==> config.mk <==
export PLATFORM = sky130hd
export DESIGN_NAME = ab_autobaud
export DESIGN_NICKNAME = d
export VERILOG_FILES = /design/src/rtl/ab_pkg.sv /design/src/rtl/ab_sync_edge.sv /design/src/rtl/ab_interval_timer.sv /design/src/rtl/ab_ratio_check.sv /design/src/rtl/ab_autobaud.sv
export SDC_FILE = /design/constraint.sdc
export NUM_CORES = 1
export LEC_CHECK = 0
export ABC_AREA = 1
export ABC_CLOCK_PERIOD_IN_PS = 6540
export BUFFER_PORTS_ARGS = -buffer_cell sky130_fd_sc_hd__buf_2
export CAP_MARGIN = 20
export CORE_MARGIN = 10
export CORE_UTILIZATION = 40
export DETAILED_ROUTE_END_ITERATION = 10
export PLACE_DENSITY_LB_ADDON = 0.05
export SKIP_LAST_GASP = 1
export SLEW_MARGIN = 20
export SYNTH_ARGS = -nofsm -noshare
export SYNTH_HDL_FRONTEND = slang
export SYNTH_SLANG_ARGS = --single-unit
==> constraint.sdc <==
create_clock -name clk -period 6.54 [get_ports clk]
set_input_delay 0.981 -clock clk [delete_from_list [all_inputs] [get_ports clk]]
set_output_delay 0.981 -clock clk [all_outputs]
set_load 0.05 [all_outputs]
==> src/rtl/ab_pkg.sv <==
`timescale 1ns/1ps
package ab_pkg;
    localparam int unsigned CPB_W      = 16;
    localparam int unsigned NORM_SHIFT = 16;
    // Both intervals are scaled onto a 21-bit-time scale (7 fall-to-fall, 3 rise-to-rise)
    localparam int unsigned NORM_FF    = (3 * (1 << NORM_SHIFT)) / 21;
    localparam int unsigned NORM_RR    = (7 * (1 << NORM_SHIFT)) / 21;
    localparam int unsigned TOL_SHIFT  = 4;

    typedef enum logic {
        ST_HUNT  = 1'b0,
        ST_TRACK = 1'b1
    } lock_state_e;

    typedef struct packed {
        logic             vld;
        logic             accept;
        logic [CPB_W-1:0] cpb;
    } verdict_t;

    // Index of the highest set bit; 0 when the value is 0
    function automatic logic [6:0] top_bit(input logic [63:0] v);
        logic [6:0] p;
        p = '0;
        for (int i = 0; i < 64; i++) begin
            if (v[i]) p = 7'(i);
        end
        return p;
    endfunction

    // Bits 31:16 of the scaled fall-to-fall product, clamped if larger
    function automatic logic [CPB_W-1:0] cpb_of(input logic [63:0] nff);
        if (|nff[63:NORM_SHIFT+CPB_W]) return '1;
        return nff[NORM_SHIFT+CPB_W-1:NORM_SHIFT];
    endfunction
endpackage

==> src/rtl/ab_sync_edge.sv <==
`timescale 1ns/1ps
module ab_sync_edge #(
    parameter int STAGES = 2
) (
    input  logic clk,
    input  logic rst,
    input  logic rx_in,
    output logic rise,
    output logic fall
);
    // sh[STAGES-1] is the re-timed line, sh[STAGES] its previous value
    logic [STAGES:0] sh;

    always_ff @(posedge clk) begin
        if (rst) sh <= '1;
        else     sh <= {sh[STAGES-1:0], rx_in};
    end

    assign rise =  sh[STAGES-1] & ~sh[STAGES];
    assign fall = ~sh[STAGES-1] &  sh[STAGES];
endmodule

==> src/rtl/ab_interval_timer.sv <==
`timescale 1ns/1ps
module ab_interval_timer #(
    parameter int CNT_W = 24
) (
    input  logic             clk,
    input  logic             rst,
    input  logic             rise,
    input  logic             fall,
    output logic             pair_vld,
    output logic [CNT_W-1:0] pair_ff,
    output logic [CNT_W-1:0] pair_rr
);
    localparam logic [CNT_W-1:0] CNT_MAX = '1;

    logic [1:0]       edge_v;
    logic [CNT_W-1:0] fall_age;
    logic [CNT_W-1:0] rise_age;
    logic [CNT_W-1:0] ff_last;

    assign edge_v = {rise, fall};

    // One saturating age counter per edge polarity
    for (genvar g = 0; g < 2; g++) begin : g_age
        logic [CNT_W-1:0] age;
        always_ff @(posedge clk) begin
            if (rst)                 age <= CNT_MAX;
            else if (edge_v[g])      age <= CNT_W'(1);
            else if (age != CNT_MAX) age <= age + 1'b1;
        end
    end

    assign fall_age = g_age[0].age;
    assign rise_age = g_age[1].age;

    // Completed fall-to-fall held until the next rise takes it
    always_ff @(posedge clk) begin
        if (rst)       ff_last <= CNT_MAX;
        else if (fall) ff_last <= fall_age;
    end

    always_ff @(posedge clk) begin
        if (rst) begin
            pair_vld <= 1'b0;
            pair_ff  <= CNT_MAX;
            pair_rr  <= CNT_MAX;
        end else begin
            pair_vld <= rise;
            if (rise) begin
                pair_ff <= ff_last;
                pair_rr <= rise_age;
            end
        end
    end
endmodule

==> src/rtl/ab_ratio_check.sv <==
`timescale 1ns/1ps
module ab_ratio_check
    import ab_pkg::*;
#(
    parameter int CNT_W = 24
) (
    input  logic             clk,
    input  logic             rst,
    input  logic             in_vld,
    input  logic [CNT_W-1:0] in_ff,
    input  logic [CNT_W-1:0] in_rr,
    output logic             cand_vld,
    output logic [CPB_W-1:0] cand_cpb,
    output verdict_t         verdict
);
    localparam int           PROD_W  = CNT_W + NORM_SHIFT;
    localparam logic [CNT_W-1:0] CNT_MAX = '1;

    logic              b_vld;
    logic              b_bad;
    logic [PROD_W-1:0] b_nff;
    logic [PROD_W-1:0] b_nrr;
    logic [PROD_W-1:0] diff;
    logic [6:0]        msb;
    logic [6:0]        shamt;
    logic              ok;

    // Stage B: scale both intervals, flag saturated ones
    always_ff @(posedge clk) begin
        if (rst) begin
            b_vld <= 1'b0;
            b_bad <= 1'b1;
            b_nff <= '0;
            b_nrr <= '0;
        end else begin
            b_vld <= in_vld;
            if (in_vld) begin
                b_bad <= (in_ff == CNT_MAX) || (in_rr == CNT_MAX);
                b_nff <= PROD_W'(in_ff) * PROD_W'(NORM_FF);
                b_nrr <= PROD_W'(in_rr) * PROD_W'(NORM_RR);
            end
        end
    end

    // Early candidate straight from the scaled product
    assign cand_vld = b_vld;
    assign cand_cpb = cpb_of(64'(b_nff));

    // Stage C: tolerance test relative to magnitude
    always_comb begin
        diff  = (b_nff >= b_nrr) ? (b_nff - b_nrr) : (b_nrr - b_nff);
        msb   = top_bit(64'(b_nff));
        shamt = (msb >= 7'(TOL_SHIFT)) ? (msb - 7'(TOL_SHIFT)) : 7'd0;
        ok    = !b_bad && ((diff >> shamt) == '0);
    end

    always_ff @(posedge clk) begin
        if (rst) begin
            verdict <= '0;
        end else begin
            verdict.vld    <= b_vld;
            verdict.accept <= b_vld && ok;
            if (b_vld) verdict.cpb <= cand_cpb;
        end
    end
endmodule

==> src/rtl/ab_autobaud.sv <==
`timescale 1ns/1ps
module ab_autobaud
    import ab_pkg::*;
#(
    parameter int CNT_W       = 24,
    parameter int SYNC_STAGES = 2
) (
    input  logic             clk,
    input  logic             rst,
    input  logic             rx_in,
    output logic [CPB_W-1:0] bit_clocks,
    output logic             clocks_load,
    output logic             lock_pulse,
    output logic             retrim_pulse,
    output logic             locked
);
    logic             rise;
    logic             fall;
    logic             pair_vld;
    logic [CNT_W-1:0] pair_ff;
    logic [CNT_W-1:0] pair_rr;
    logic             cand_vld;
    logic [CPB_W-1:0] cand_cpb;
    verdict_t         verdict;
    lock_state_e      state;

    ab_sync_edge #(.STAGES(SYNC_STAGES)) u_sync (
        .clk   (clk),
        .rst   (rst),
        .rx_in (rx_in),
        .rise  (rise),
        .fall  (fall)
    );

    ab_interval_timer #(.CNT_W(CNT_W)) u_timer (
        .clk      (clk),
        .rst      (rst),
        .rise     (rise),
        .fall     (fall),
        .pair_vld (pair_vld),
        .pair_ff  (pair_ff),
        .pair_rr  (pair_rr)
    );

    ab_ratio_check #(.CNT_W(CNT_W)) u_ratio (
        .clk      (clk),
        .rst      (rst),
        .in_vld   (pair_vld),
        .in_ff    (pair_ff),
        .in_rr    (pair_rr),
        .cand_vld (cand_vld),
        .cand_cpb (cand_cpb),
        .verdict  (verdict)
    );

    always_ff @(posedge clk) begin
        if (rst) begin
            state        <= ST_HUNT;
            bit_clocks   <= '0;
            clocks_load  <= 1'b0;
            lock_pulse   <= 1'b0;
            retrim_pulse <= 1'b0;
        end else begin
            clocks_load  <= 1'b0;
            lock_pulse   <= 1'b0;
            retrim_pulse <= 1'b0;
            // Hunting: push every candidate before its verdict
            if (state == ST_HUNT && cand_vld) begin
                bit_clocks  <= cand_cpb;
                clocks_load <= 1'b1;
            end
            if (verdict.vld && verdict.accept) begin
                if (state == ST_HUNT) begin
                    state      <= ST_TRACK;
                    lock_pulse <= 1'b1;
                end else begin
                    bit_clocks   <= verdict.cpb;
                    clocks_load  <= 1'b1;
                    retrim_pulse <= 1'b1;
                end
            end
        end
    end

    assign locked = (state == ST_TRACK);
endmodule

Yosys cells after proc, flatten, opt, wreduce, memory -nomap -nowiden
Index checks and enable logic that the tools add are counted.

operators by class
  add/sub/neg operators = 5
  multipliers = 2
  order comparisons = 2
  equality and inequality tests = 4
  shifts and indexed selects = 1
  multiplexer cells = 54
  bitwise gates (word level) = 6
  reductions and logical operators = 13

operators by type and width
  cell                                                                                  count
  24-bit two-way mux                                                                    4
  16-bit two-way mux                                                                    5
  5-bit two-way mux                                                                     16
  24-bit by 1-bit adder with 24-bit output (second input constant)                      2
  24-bit equality test (second input constant)                                          2
  24-bit != test (second input constant)                                                2
  40-bit logical NOT                                                                    1
  40-bit two-way mux                                                                    1
  40-bit by 7-bit >> shifter with 40-bit output                                         1
  38-bit by 39-bit subtractor with 40-bit output                                        1
  39-bit by 38-bit subtractor with 40-bit output                                        1
  38-bit by 39-bit greater-or-equal comparator with 1-bit output                        1
  24-bit by 15-bit multiplier with 39-bit output (second input constant)                1
  24-bit by 13-bit multiplier with 37-bit output (second input constant)                1
  6-bit two-way mux                                                                     6
  4-bit two-way mux                                                                     8
  3-bit two-way mux                                                                     4
  1-bit two-way mux                                                                     7
  7-bit two-way mux                                                                     1
  6-bit by 3-bit subtractor with 7-bit output (second input constant)                   1
  6-bit by 3-bit greater-or-equal comparator with 1-bit output (second input constant)  1
  2-bit OR reduction                                                                    3
  6-bit OR reduction                                                                    1
  1-bit logical AND                                                                     4
  6 further kinds                                                                       12

storage, ports and cells
  register bits after elaboration = 240
  word-level logic and storage cells = 108

Logic depth before layout (Yosys ltp)
  word-level depth = 43
  gate-level depth with buffers = 57

By module
Synthesis repeated with hierarchy kept, for this count alone.

second synthesis, totals
  cell total of the unflattened synthesis = 3635
  area total of the unflattened synthesis = 25823.5 um2

modules (own cells, without submodules)
  module             instances  cells each  area each (um2)
  ab_ratio_check     1          2707        19322.3
  ab_interval_timer  1          764         5357.6
  ab_autobaud        1          151         1046.0
  ab_sync_edge       1          13          97.6

Worst setup path after synthesis
OpenSTA, ideal clock, no wires.

  kind = reg-to-reg
  start = reg u_timer.pair_rr[1]
  end = reg u_ratio.b_nrr[38]
  setup time = 0.115 ns
  arrival = 5.927 ns
  setup slack = 0.497 ns
  stages on the path, launching flop included = 34
  path buffers = 0
  clock period less this slack = 6.043 ns
  cells stage by stage = dfxtp_1 ha_1 inv_1 fa_1 fa_1 inv_1 fa_1 fa_1 fa_1 ha_1 nand2_1 o21ai_2 nand2_1 nand2_1 a21oi_1 o21ai_1 inv_1 o21ai_2 inv_1 o21ai_2 inv_1 o21ai_2 inv_1 o21ai_1 inv_1 o21ai_2 nand3_1 nand2_1 a21oi_1 nor2_1 nor2_1 xor2_1 o21ai_0 inv_1

on the way
  word-level cells in the longest chain between the ends = 1

ends and longest elaborated chain
  what                                            line                     text
  start: declaration                              ab_interval_timer.sv:11  output logic [CNT_W-1:0] pair_rr
  start signal: assignment                        ab_interval_timer.sv:50  pair_rr <= rise_age;
  24-bit by 15-bit multiplier with 39-bit output  ab_ratio_check.sv:40     b_nrr <= PROD_W'(in_rr) * PROD_W'(NORM_RR);
  end signal: assignment                          ab_ratio_check.sv:40
  end: declaration                                ab_ratio_check.sv:22     logic [PROD_W-1:0] b_nrr;

No other way between the ends.
A chain may end at the register's enable or synchronous reset.

Final worst setup path
  start = reg u_timer.pair_rr[9]
  end = reg u_ratio.b_nrr[38]

The elaborated chain is that of the path after synthesis.

==> flow_metrics.tcl <==
set metrics [dict create \
    synthFlopType "dfxtp_1" \
    power_density_mw_per_mm2 291 \
    h-tree-depth 1 \
    drtIter0Drc 1211 \
    synthCells 3358 \
    wl_per_cell_um 18.3 \
    syn_avg_cell_area_um2 7.32 \
    drcViolationCount 0 \
    dp_hpwl_um 63600 \
    die_h_um 268 \
    hold_class "reg2reg" \
    final.setup.tns_ps 0 \
    max-vdd-ir-drop_mv 0.159 \
    slew_headroom_pct 41.3 \
    cp_top_family "adder cells" \
    synth_top_area_share_pct 19.5 \
    yosys_warnings 0 \
    fin_skew_ps 28.3 \
    final-hold-violation-count 0 \
    multi_input_area_mm2 0.0170 \
    ys_types 60 \
    antennaDiodeCount 0 \
    fin_ws_ps 380 \
    fin_cells 4162 \
    status "finished clean" \
    path_buf_inv 8 \
    cpPeakStageDelay_ps 540 \
    fill_cells 6355 \
    min_period_over_period_pct 94.2 \
    detail-route-antenna-nets 0 \
    critical_path_class "reg2reg" \
    die_w_um 268 \
    rows 90 \
    ctsLongestPathBuffers 3 \
    yosysTopAreaCell "dfxtp_1" \
    clock_latency_ps 590 \
    ys_seq_elements 240 \
    slew_viol_final 0 \
    cp_max_fo 4 \
    required_ps 7030 \
    cts_sinks 240 \
    grtUsageTotal_pct 21.1 \
    syn-cell-area_mm2 0.0246 \
    crit_path_start_kind "flop" \
    vias 21500 \
    seqCellArea_mm2 0.00482 \
    drive_gt1_share_pct 5.56 \
    boundaryPins 23 \
    grt_max_degree 83 \
    worst_slew_pin_slew_ps 880 \
    slowest_stage "fa_1" \
    dp_cells 4104 \
    clk_pin_slew_worst_paths_ps 70 \
    seq_area_frac_synth_pct 19.5 \
    cts_tree "built" \
    synth.area.top_cells "dfxtp_1, ha_1, fa_1, inv_1, nand2_1" \
    yosysMostFrequentCell "inv_1" \
    first_pass_iters 7 \
    initial_core_util_pct 40.6 \
    wirelength_um 76000 \
    leakage_nw 14.5 \
    preCtsSetupSlack_ps 156 \
    fmax_ghz 0.162 \
    syn-num-nets 3859 \
    grt_pass1_vias 22200 \
    layout_min_cycle_time_ps 6160 \
    rsz0062_at_grt "yes" \
    setup_viol 0 \
    grt_pass1_wl_um 121000 \
    core_area_mm2 0.0606 \
    die_area_mm2 0.0718 \
    root_buffer "clkbuf_16" \
    antenna_found_initial 0 \
    maxCapViolCount 0 \
    end_kind "flop" \
    grt.overflow.total 0 \
    synth_commonest_cells "inv_1, nand2_1, ha_1" \
    synth_edf_count 0 \
    portBuffers 22 \
    via_per_inst 5.16 \
    cts-buffers-inserted 29 \
    nets 3858 \
    critical_path_arrival_ps 6650 \
    gp_congestion 0.913 \
    synthArstFlopShare_pct 0 \
    synthToLayoutAreaGrowth_pct 8.77 \
]
-- sequential cells by signal (all words and copies together) (netlist names) --
signal / flops
u_timer.pair_ff: 24
clocks_load: 1
u_timer.fall_age: 24
retrim_pulse: 1
lock_pulse: 1
u_timer.pair_vld: 1
bit_clocks: 16
u_timer.ff_last: 24
locked: 1
u_timer.pair_rr: 24
u_sync.sh: 3
u_ratio.b_bad: 1
u_ratio.cand_vld: 1
u_ratio.b_nrr: 39
u_timer.g_age.age: 24
u_ratio.verdict: 18
u_ratio.b_nff: 37
-- placed cells by master, fill, tap and decap left out, drive strengths merged, types with 2 or more instances in the layout --
cell      Yosys  routed
ha          324     324
o21a          9       9
nand3       133     133
o211ai       33      33
nand4        19      19
a2111oi       2       2
a21boi        3       3
nand3b        8       8
a32o          2       2
nor2        223     223
fa          174     174
o221ai        4       4
a21oi       309     309
a21o         13      13
dfxtp       240     240
xor2         69      69
clkinvlp      0       2
nor3         48      48
mux2i         4       4
a22oi        17      17
inv         691     693
clkinv        1      11
a221oi        5       5
nor4         21      21
o21ai       263     263
a211oi        5       5
xnor2        34      34
o31ai        12      12
o21bai        6       6
o22ai        16      16
or2           4       4
clkbuf       60      39
nand2       542     542
buf          33      61
a31oi        15      15
o2111ai       7       7
-- path summary, 6_finish.rpt --
| path | startpoint | to | slack (ps) | depth (start not counted) |
|---|---|---|---|---|
| worst max register to register | u_timer.pair_rr[9] | u_ratio.b_nrr[38] | 380 | 36 |
| worst min-delay path | u_sync.sh[0] | u_sync.sh[1] | 420 | 1 |
| worst min register to register | u_sync.sh[0] | u_sync.sh[1] | 420 | 1 |
| worst max-delay path | u_timer.pair_rr[9] | u_ratio.b_nrr[38] | 380 | 36 |
-- cells by family after synthesis --
logic type | share of synthesized area, %
xor gates and xnor gates | 3.67
DFF | 19.5
adders and majority gates | 30.7
AOI/OAI and AO/OA | 16.7
buffers and inverters | 12.3
and+or+nand+nor | 17.0
muxes | 0.209
-- power by group --
part / switching [mW] / internal [mW] / leakage (nW)
sequential: 0.0483 / 1.51 / 1.95
clock: 0.700 / 0.923 / 0.470
combinational: 2.88 / 1.73 / 12.0
-- repair_timing --
item,in CTS,in global routing
hold buffers,0,0
gates resized for setup,0,41
setup endpoints to repair,0,5
setup buffers,0,4
-- metal layers --
layer / track usage [%] / wire length (um) / up-vias
li1: - / - / 10900
met5: 0 / 0 / -
met3: 1.36 / 1600 / 87
met1: 27.9 / 36200 / 10300
met2: 37.2 / 36700 / 285
met4: 4.55 / 1550 / 0
-- area by class of cell --
cell class                 count  area share [%]
multi-input combinational   2333            63.5
clock inverter                15           0.529
clock buffer                  39            3.04
inverter                     692            9.72
timing repair buffer          61            1.52
tap                          782            3.66
sequential                   240            18.0
-- metrics by stage --
step	hold WS [ps]	utilization (%)	instance area, um2	power (mW)
after floorplan	389	-	24600	4.82
after global placement	406	42.1	25500	5.98
after detailed placement	408	42.1	25500	6.01
after CTS	426	43.7	26500	7.67
after global routing	440	44.1	26700	8.50
final	417	44.1	26700	7.79
(Power assumes the default switching activity.)
